<file path="config.mk">
export PLATFORM = sky130hd
export DESIGN_NAME = ecc_err_log
export DESIGN_NICKNAME = d
export VERILOG_FILES = /design/src/rtl/ecc_log_pkg.sv /design/src/rtl/ecc_err_counter.sv /design/src/rtl/ecc_syn_capture.sv /design/src/rtl/ecc_par_flag.sv /design/src/rtl/ecc_err_log.sv
export SDC_FILE = /design/constraint.sdc
export NUM_CORES = 1
export LEC_CHECK = 0
export BUFFER_PORTS_ARGS = -buffer_cell sky130_fd_sc_hd__buf_2
export CELL_PAD_IN_SITES_DETAIL_PLACEMENT = 0
export CELL_PAD_IN_SITES_GLOBAL_PLACEMENT = 1
export CORE_UTILIZATION = 33
export DETAILED_ROUTE_END_ITERATION = 8
export PLACE_DENSITY = 0.73
export SLEW_MARGIN = 0
export SYNTH_ARGS = -nofsm -noshare
export SYNTH_HDL_FRONTEND = slang
export SYNTH_SLANG_ARGS = --single-unit
</file>
<file path="constraint.sdc">
create_clock -name clk -period 1.25 [get_ports clk]
set_input_delay 0.125 -clock clk [delete_from_list [all_inputs] [get_ports clk]]
set_output_delay 0.125 -clock clk [all_outputs]
set_load 0.05 [all_outputs]
</file>
<file path="src/rtl/ecc_log_pkg.sv">
package ecc_log_pkg;
  localparam int CNT_W   = 8;
  localparam int SYN_W   = 7;
  localparam int NUM_SYN = 2;
  localparam int CLR_CNT_BIT = 0;
  localparam int CLR_PAR_BIT = 1;
  localparam int CTRL_W      = 2;

  typedef enum logic {
    SRC_BUS     = 1'b0,
    SRC_REFRESH = 1'b1
  } chk_src_e;
endpackage

</file>
<file path="src/rtl/ecc_err_counter.sv">
module ecc_err_counter #(
  parameter int CNT_W = 8
) (
  input  logic             clk,
  input  logic             rst,
  input  logic             inc,
  input  logic             clr,
  output logic [CNT_W-1:0] count
);
  localparam logic [CNT_W-1:0] CNT_MAX = '1;

  always_ff @(posedge clk) begin
    if (rst)                          count <= '0;
    else if (clr)                     count <= '0;
    else if (inc && count != CNT_MAX) count <= count + 1'b1;
  end

  a_r6_clear_wins: assert property (@(posedge clk) disable iff (rst)
    clr |=> count == '0);
  a_r5_no_wrap: assert property (@(posedge clk) disable iff (rst)
    (count == CNT_MAX && !clr) |=> count == CNT_MAX);
  a_r3_hold: assert property (@(posedge clk) disable iff (rst)
    (!inc && !clr) |=> $stable(count));
  a_r2_step: assert property (@(posedge clk) disable iff (rst)
    (inc && !clr && count != CNT_MAX) |=> count == CNT_W'($past(count) + 1'b1));
endmodule

</file>
<file path="src/rtl/ecc_syn_capture.sv">
module ecc_syn_capture #(
  parameter int SYN_W   = 7,
  parameter int NUM_SYN = 2
) (
  input  logic                     clk,
  input  logic                     rst,
  input  logic                     chk_valid,
  input  logic                     chk_sbe,
  input  logic [NUM_SYN*SYN_W-1:0] syn_in,
  input  logic                     rearm,
  output logic [NUM_SYN*SYN_W-1:0] syn_out
);
  logic armed_q;
  logic load;
  logic freeze;

  assign load   = chk_valid && armed_q;
  assign freeze = load && chk_sbe;

  always_ff @(posedge clk) begin
    if (rst)         armed_q <= 1'b1;
    else if (freeze) armed_q <= 1'b0;
    else if (rearm)  armed_q <= 1'b1;
  end

  for (genvar g = 0; g < NUM_SYN; g++) begin : g_field
    always_ff @(posedge clk) begin
      if (rst)       syn_out[g*SYN_W +: SYN_W] <= '0;
      else if (load) syn_out[g*SYN_W +: SYN_W] <= syn_in[g*SYN_W +: SYN_W];
    end
  end

  a_r7_capture: assert property (@(posedge clk) disable iff (rst)
    (chk_valid && armed_q) |=> syn_out == $past(syn_in));
  a_r8_frozen: assert property (@(posedge clk) disable iff (rst)
    !armed_q |=> $stable(syn_out));
  a_r8_disarm: assert property (@(posedge clk) disable iff (rst)
    (chk_valid && chk_sbe && armed_q) |=> !armed_q);
  a_r9_rearm: assert property (@(posedge clk) disable iff (rst)
    (rearm && !(chk_valid && chk_sbe && armed_q)) |=> armed_q);
endmodule

</file>
<file path="src/rtl/ecc_par_flag.sv">
module ecc_par_flag (
  input  logic clk,
  input  logic rst,
  input  logic wr_valid,
  input  logic wr_par_ok,
  input  logic clr,
  output logic flag
);
  logic set;
  assign set = wr_valid && !wr_par_ok;

  always_ff @(posedge clk) begin
    if (rst)      flag <= 1'b0;
    else if (set) flag <= 1'b1;
    else if (clr) flag <= 1'b0;
  end

  a_r11_sticky: assert property (@(posedge clk) disable iff (rst)
    (flag && !clr) |=> flag);
  a_r13_set_wins: assert property (@(posedge clk) disable iff (rst)
    (wr_valid && !wr_par_ok) |=> flag);
  a_r12_clear: assert property (@(posedge clk) disable iff (rst)
    (clr && !(wr_valid && !wr_par_ok)) |=> !flag);
endmodule

</file>
<file path="src/rtl/ecc_err_log.sv">
module ecc_err_log
  import ecc_log_pkg::*;
#(
  parameter int P_CNT_W   = CNT_W,
  parameter int P_SYN_W   = SYN_W,
  parameter int P_NUM_SYN = NUM_SYN,
  localparam int SYN_ALL  = P_NUM_SYN * P_SYN_W,
  localparam int RD_W     = P_CNT_W + SYN_ALL + 1
) (
  input  logic               clk,
  input  logic               rst,
  input  logic               chk_valid,
  input  logic               chk_src,
  input  logic               chk_sbe,
  input  logic               chk_dbe,
  input  logic [SYN_ALL-1:0] chk_syn,
  input  logic               wr_valid,
  input  logic               wr_par_ok,
  input  logic               csr_rd,
  input  logic               csr_wr,
  input  logic [CTRL_W-1:0]  csr_wdata,
  output logic [RD_W-1:0]    csr_rdata
);
  logic [P_CNT_W-1:0] cnt;
  logic [SYN_ALL-1:0] syn;
  logic               par;
  logic               sbe_evt;
  logic               clr_cnt;
  logic               clr_par;
  logic               unused_in;

  assign sbe_evt   = chk_valid && chk_sbe;
  assign clr_cnt   = csr_wr && csr_wdata[CLR_CNT_BIT];
  assign clr_par   = csr_wr && csr_wdata[CLR_PAR_BIT];
  assign unused_in = chk_src ^ chk_dbe;

  ecc_err_counter #(.CNT_W(P_CNT_W)) u_cnt (
    .clk(clk), .rst(rst), .inc(sbe_evt), .clr(clr_cnt), .count(cnt)
  );

  ecc_syn_capture #(.SYN_W(P_SYN_W), .NUM_SYN(P_NUM_SYN)) u_syn (
    .clk(clk), .rst(rst), .chk_valid(chk_valid), .chk_sbe(chk_sbe),
    .syn_in(chk_syn), .rearm(csr_rd), .syn_out(syn)
  );

  ecc_par_flag u_par (
    .clk(clk), .rst(rst), .wr_valid(wr_valid), .wr_par_ok(wr_par_ok),
    .clr(clr_par), .flag(par)
  );

  always_ff @(posedge clk) begin
    if (rst) csr_rdata <= '0;
    else     csr_rdata <= {par, syn, cnt};
  end

  a_r3_dbe_only: assert property (@(posedge clk) disable iff (rst)
    (chk_valid && chk_dbe && !chk_sbe && !clr_cnt) |=> $stable(cnt));
  a_r1_reset_zero: assert property (@(posedge clk)
    $past(rst) |-> csr_rdata == '0);
endmodule

</file>
==> results.json <==
{
  "fin_setup_tns_ps": -162.8,
  "drc_errors": 10,
  "ys_seq_elements": 47,
  "clock_skew_ps": 2.615,
  "synth_cells": 166,
  "dr.pass1.iters": 6,
  "antenna_left": 0,
  "grt_first_pass_wirelength_um": 4933,
  "pre_cts_ws_ps": -124.6,
  "maxClockFrequency_ghz": 0.7429,
  "drive_gt1_frac": 0.3493,
  "outcome": "finished with violations",
  "setup_viol": 4,
  "worst_ep_required_time_ps": 1480,
  "cp-end-kind": "register",
  "maxSlewViolCount": 0,
  "synth_top_family_by_area": "simple AND/OR/NAND/NOR gates",
  "netlist_area_um2": 1556,
  "cts_tree": "yes",
  "min_path_type": "input pin to register",
  "ff2ff_setup_slack_ps": -100,
  "cts_buffers": 5,
  "critPathArrivalTime_ps": 1580,
  "clk_latency_ps": 290,
  "ctsHoldBuffers": 0,
  "cts-root-buf": "clkbuf_8",
  "core_um2": 4444,
  "final_nets": 255,
  "synth-compound-area-share": 0.09646,
  "final_hold_viol_count": 0,
  "wl_per_cell_um": 10.78,
  "drv_cap": 0,
  "rows": 24,
  "grt_util_all_layers": 0.1251,
  "placed_area_um2": 1957,
  "reg2regPathDepth": 5,
  "cp-start-kind": "register",
  "violations": "design-rule violations, negative setup slack",
  "powerDensity_nw_per_um2": 1475,
  "die-area_um2": 4995,
  "grt_max_degree": 35,
  "fin_area_um2": 2131,
  "muxShareOfSynthArea": 0.006431,
  "period_share": 1.077,
  "cp-endpoint": "u_cnt.count[5]",
  "routed_via_density": 4.512,
  "r2r-end": "u_cnt.count[5]",
  "numClockSinks": 47,
  "vias": 1268,
  "overflow": 0,
  "tightest_slew_ps": 373.0,
  "avgSynthCellArea_um2": 9.376,
  "synth_seq_area_share": 0.6045,
  "timing.rr.start": "u_cnt.count[0]",
  "dp_hpwl_um": 2036,
  "drt_wl_total_um": 3028,
  "synth_adder_area_share": 0.008039,
  "synth_xor_area_frac": 0.01125,
  "area_growth_pct": 36.90,
  "die_h_um": 70.68,
  "grt_antenna_before_repair": 0,
  "gp_congestion": 0.7006,
  "clk_pin_slew_ps": 90,
  "maxSlewHeadroom": 0.7449,
  "synthesis.nets": 193,
  "synth-simple-area-share": 0.2516,
  "io_buffers": 46,
  "drtIter0Drc": 72,
  "ys_warn_count": 0,
  "grt_pass1_vias": 1199,
  "leakage_nw": 0.9265,
  "path_max_fanout": 4,
  "antenna_cells": 0,
  "rsz0062_at_grt": "yes",
  "initial_core_util": 0.3502,
  "die_w_um": 70.68,
  "synth_cell_types": 28,
  "post-route-util": 0.4794,
  "power.total_mw": 3.142,
  "ir_drop_mv": 0.4873,
  "clk_path_buf_depth": 2,
  "critPathLaunch": "u_cnt.count[0]",
  "htree_levels": 2,
  "final.setup.worst_slack_ps": -96.13,
  "pin_count": 49,
  "fin_crit_ps": 1346,
  "crit_type": "register to register"
}
==> logic make-up after synthesis <==
family                     after synthesis
muxes                                    1
adders and majority gates                1
xor gates and xnor gates                 2
DFF                                     47
buffers and inverters                    9
and+or+nand+nor                         79
AOI/OAI and AO/OA                       27
==> cells in the mapped netlist (all sizes together) <==
| library cell | n | area share |
|---|---|---|
| or2 | 1 | 0.0056 |
| nor3 | 5 | 0.016 |
| o31ai | 1 | 0.0048 |
| ha | 1 | 0.0080 |
| nor2b | 22 | 0.088 |
| and4 | 1 | 0.0056 |
| nand4 | 2 | 0.0080 |
| xor2 | 1 | 0.0056 |
| buf | 2 | 0.0048 |
| or3 | 1 | 0.0040 |
| nor2 | 10 | 0.024 |
| mux2i | 1 | 0.0064 |
| inv | 3 | 0.0072 |
| nand3 | 2 | 0.0096 |
| xnor2 | 1 | 0.0056 |
| o21ai | 2 | 0.0064 |
| a211oi | 1 | 0.0048 |
| a211o | 1 | 0.0056 |
| or4 | 1 | 0.0048 |
| clkbuf | 4 | 0.0096 |
| nand2 | 32 | 0.077 |
| a2111oi | 1 | 0.0056 |
| a21o | 1 | 0.0048 |
| and2 | 2 | 0.0080 |
| dfxtp | 47 | 0.60 |
| a21oi | 20 | 0.064 |
==> final cells by class <==
cell class / instances / area (um2)
tap: 52 / 65.06
timing repair buffer: 61 / 355.3
multi-input combinational: 110 / 611.8
fill: 438 / 2313
sequential: 47 / 950.9
clock inverter: 3 / 67.56
clock buffer: 5 / 68.82
inverter: 3 / 11.26
==> cell usage in the layout (no fill, tap or decap), drive strengths merged, types with 2 or more instances in the layout <==
| cell | n |
|---|---|
| a21oi | 20 |
| and2 | 2 |
| buf | 61 |
| bufinv | 2 |
| clkbuf | 5 |
| dfxtp | 47 |
| inv | 3 |
| nand2 | 32 |
| nand3 | 2 |
| nand4 | 2 |
| nor2 | 10 |
| nor2b | 22 |
| nor3 | 5 |
| o21ai | 2 |
==> layer usage <==
metal	wire (um)	GRT usage	vias up
met3	125	0.04701	4
met5	0	0	-
met2	1480	0.2136	25
met1	1397	0.1407	570
li1	-	-	669
met4	25	0.05333	0
==> worst max-delay path, stage by stage (launching register included) <==
cell and delay, ps:
dfxtp_4 370, ha_4 170, nand3_2 90, nor2_2 60, or4_1 470, a21oi_1 120
==> sequential cells by signal, indices dropped and copies added (netlist names) <==
signal         flops
u_par.flag         1
u_cnt.count        8
u_syn.syn_out     14
csr_rdata         23
u_syn.armed_q      1
==> metrics by stage <==
step	hold WS (ps)	cells
2_1_floorplan	261.0	166
3_3_place_gp	369.6	273
3_5_place_dp	373.0	273
4_1_cts	51.21	281
5_1_grt	58.01	281
6_report	59.41	281
==> repair_timing <==
item                       CTS  global route
setup endpoints to repair    7             7
setup buffers                0             0
resized for setup            9             3
pin swaps                    4             4
==> how the worst min path moves through the flow <==
stage / from / end / slack [ps] / cells past startpoint
5_1_grt: chk_syn[9] / u_syn.syn_out[9] / 60 / 3
2_1_floorplan: chk_syn[0] / u_syn.syn_out[0] / 260 / 2
6_report: chk_syn[12] / u_syn.syn_out[12] / 60 / 3
4_1_cts: chk_syn[11] / u_syn.syn_out[11] / 50 / 3
3_3_place_gp: chk_syn[13] / u_syn.syn_out[13] / 370 / 3
3_5_place_dp: chk_syn[1] / u_syn.syn_out[1] / 370 / 3
==> power by group <==
part / total [mW] / internal [mW] / switching (mW)
Clock: 1.31 / 0.797 / 0.509
Combinational: 0.268 / 0.102 / 0.166
Sequential: 1.57 / 1.55 / 0.0203
No activity file was read; power rests on OpenSTA's default activity.
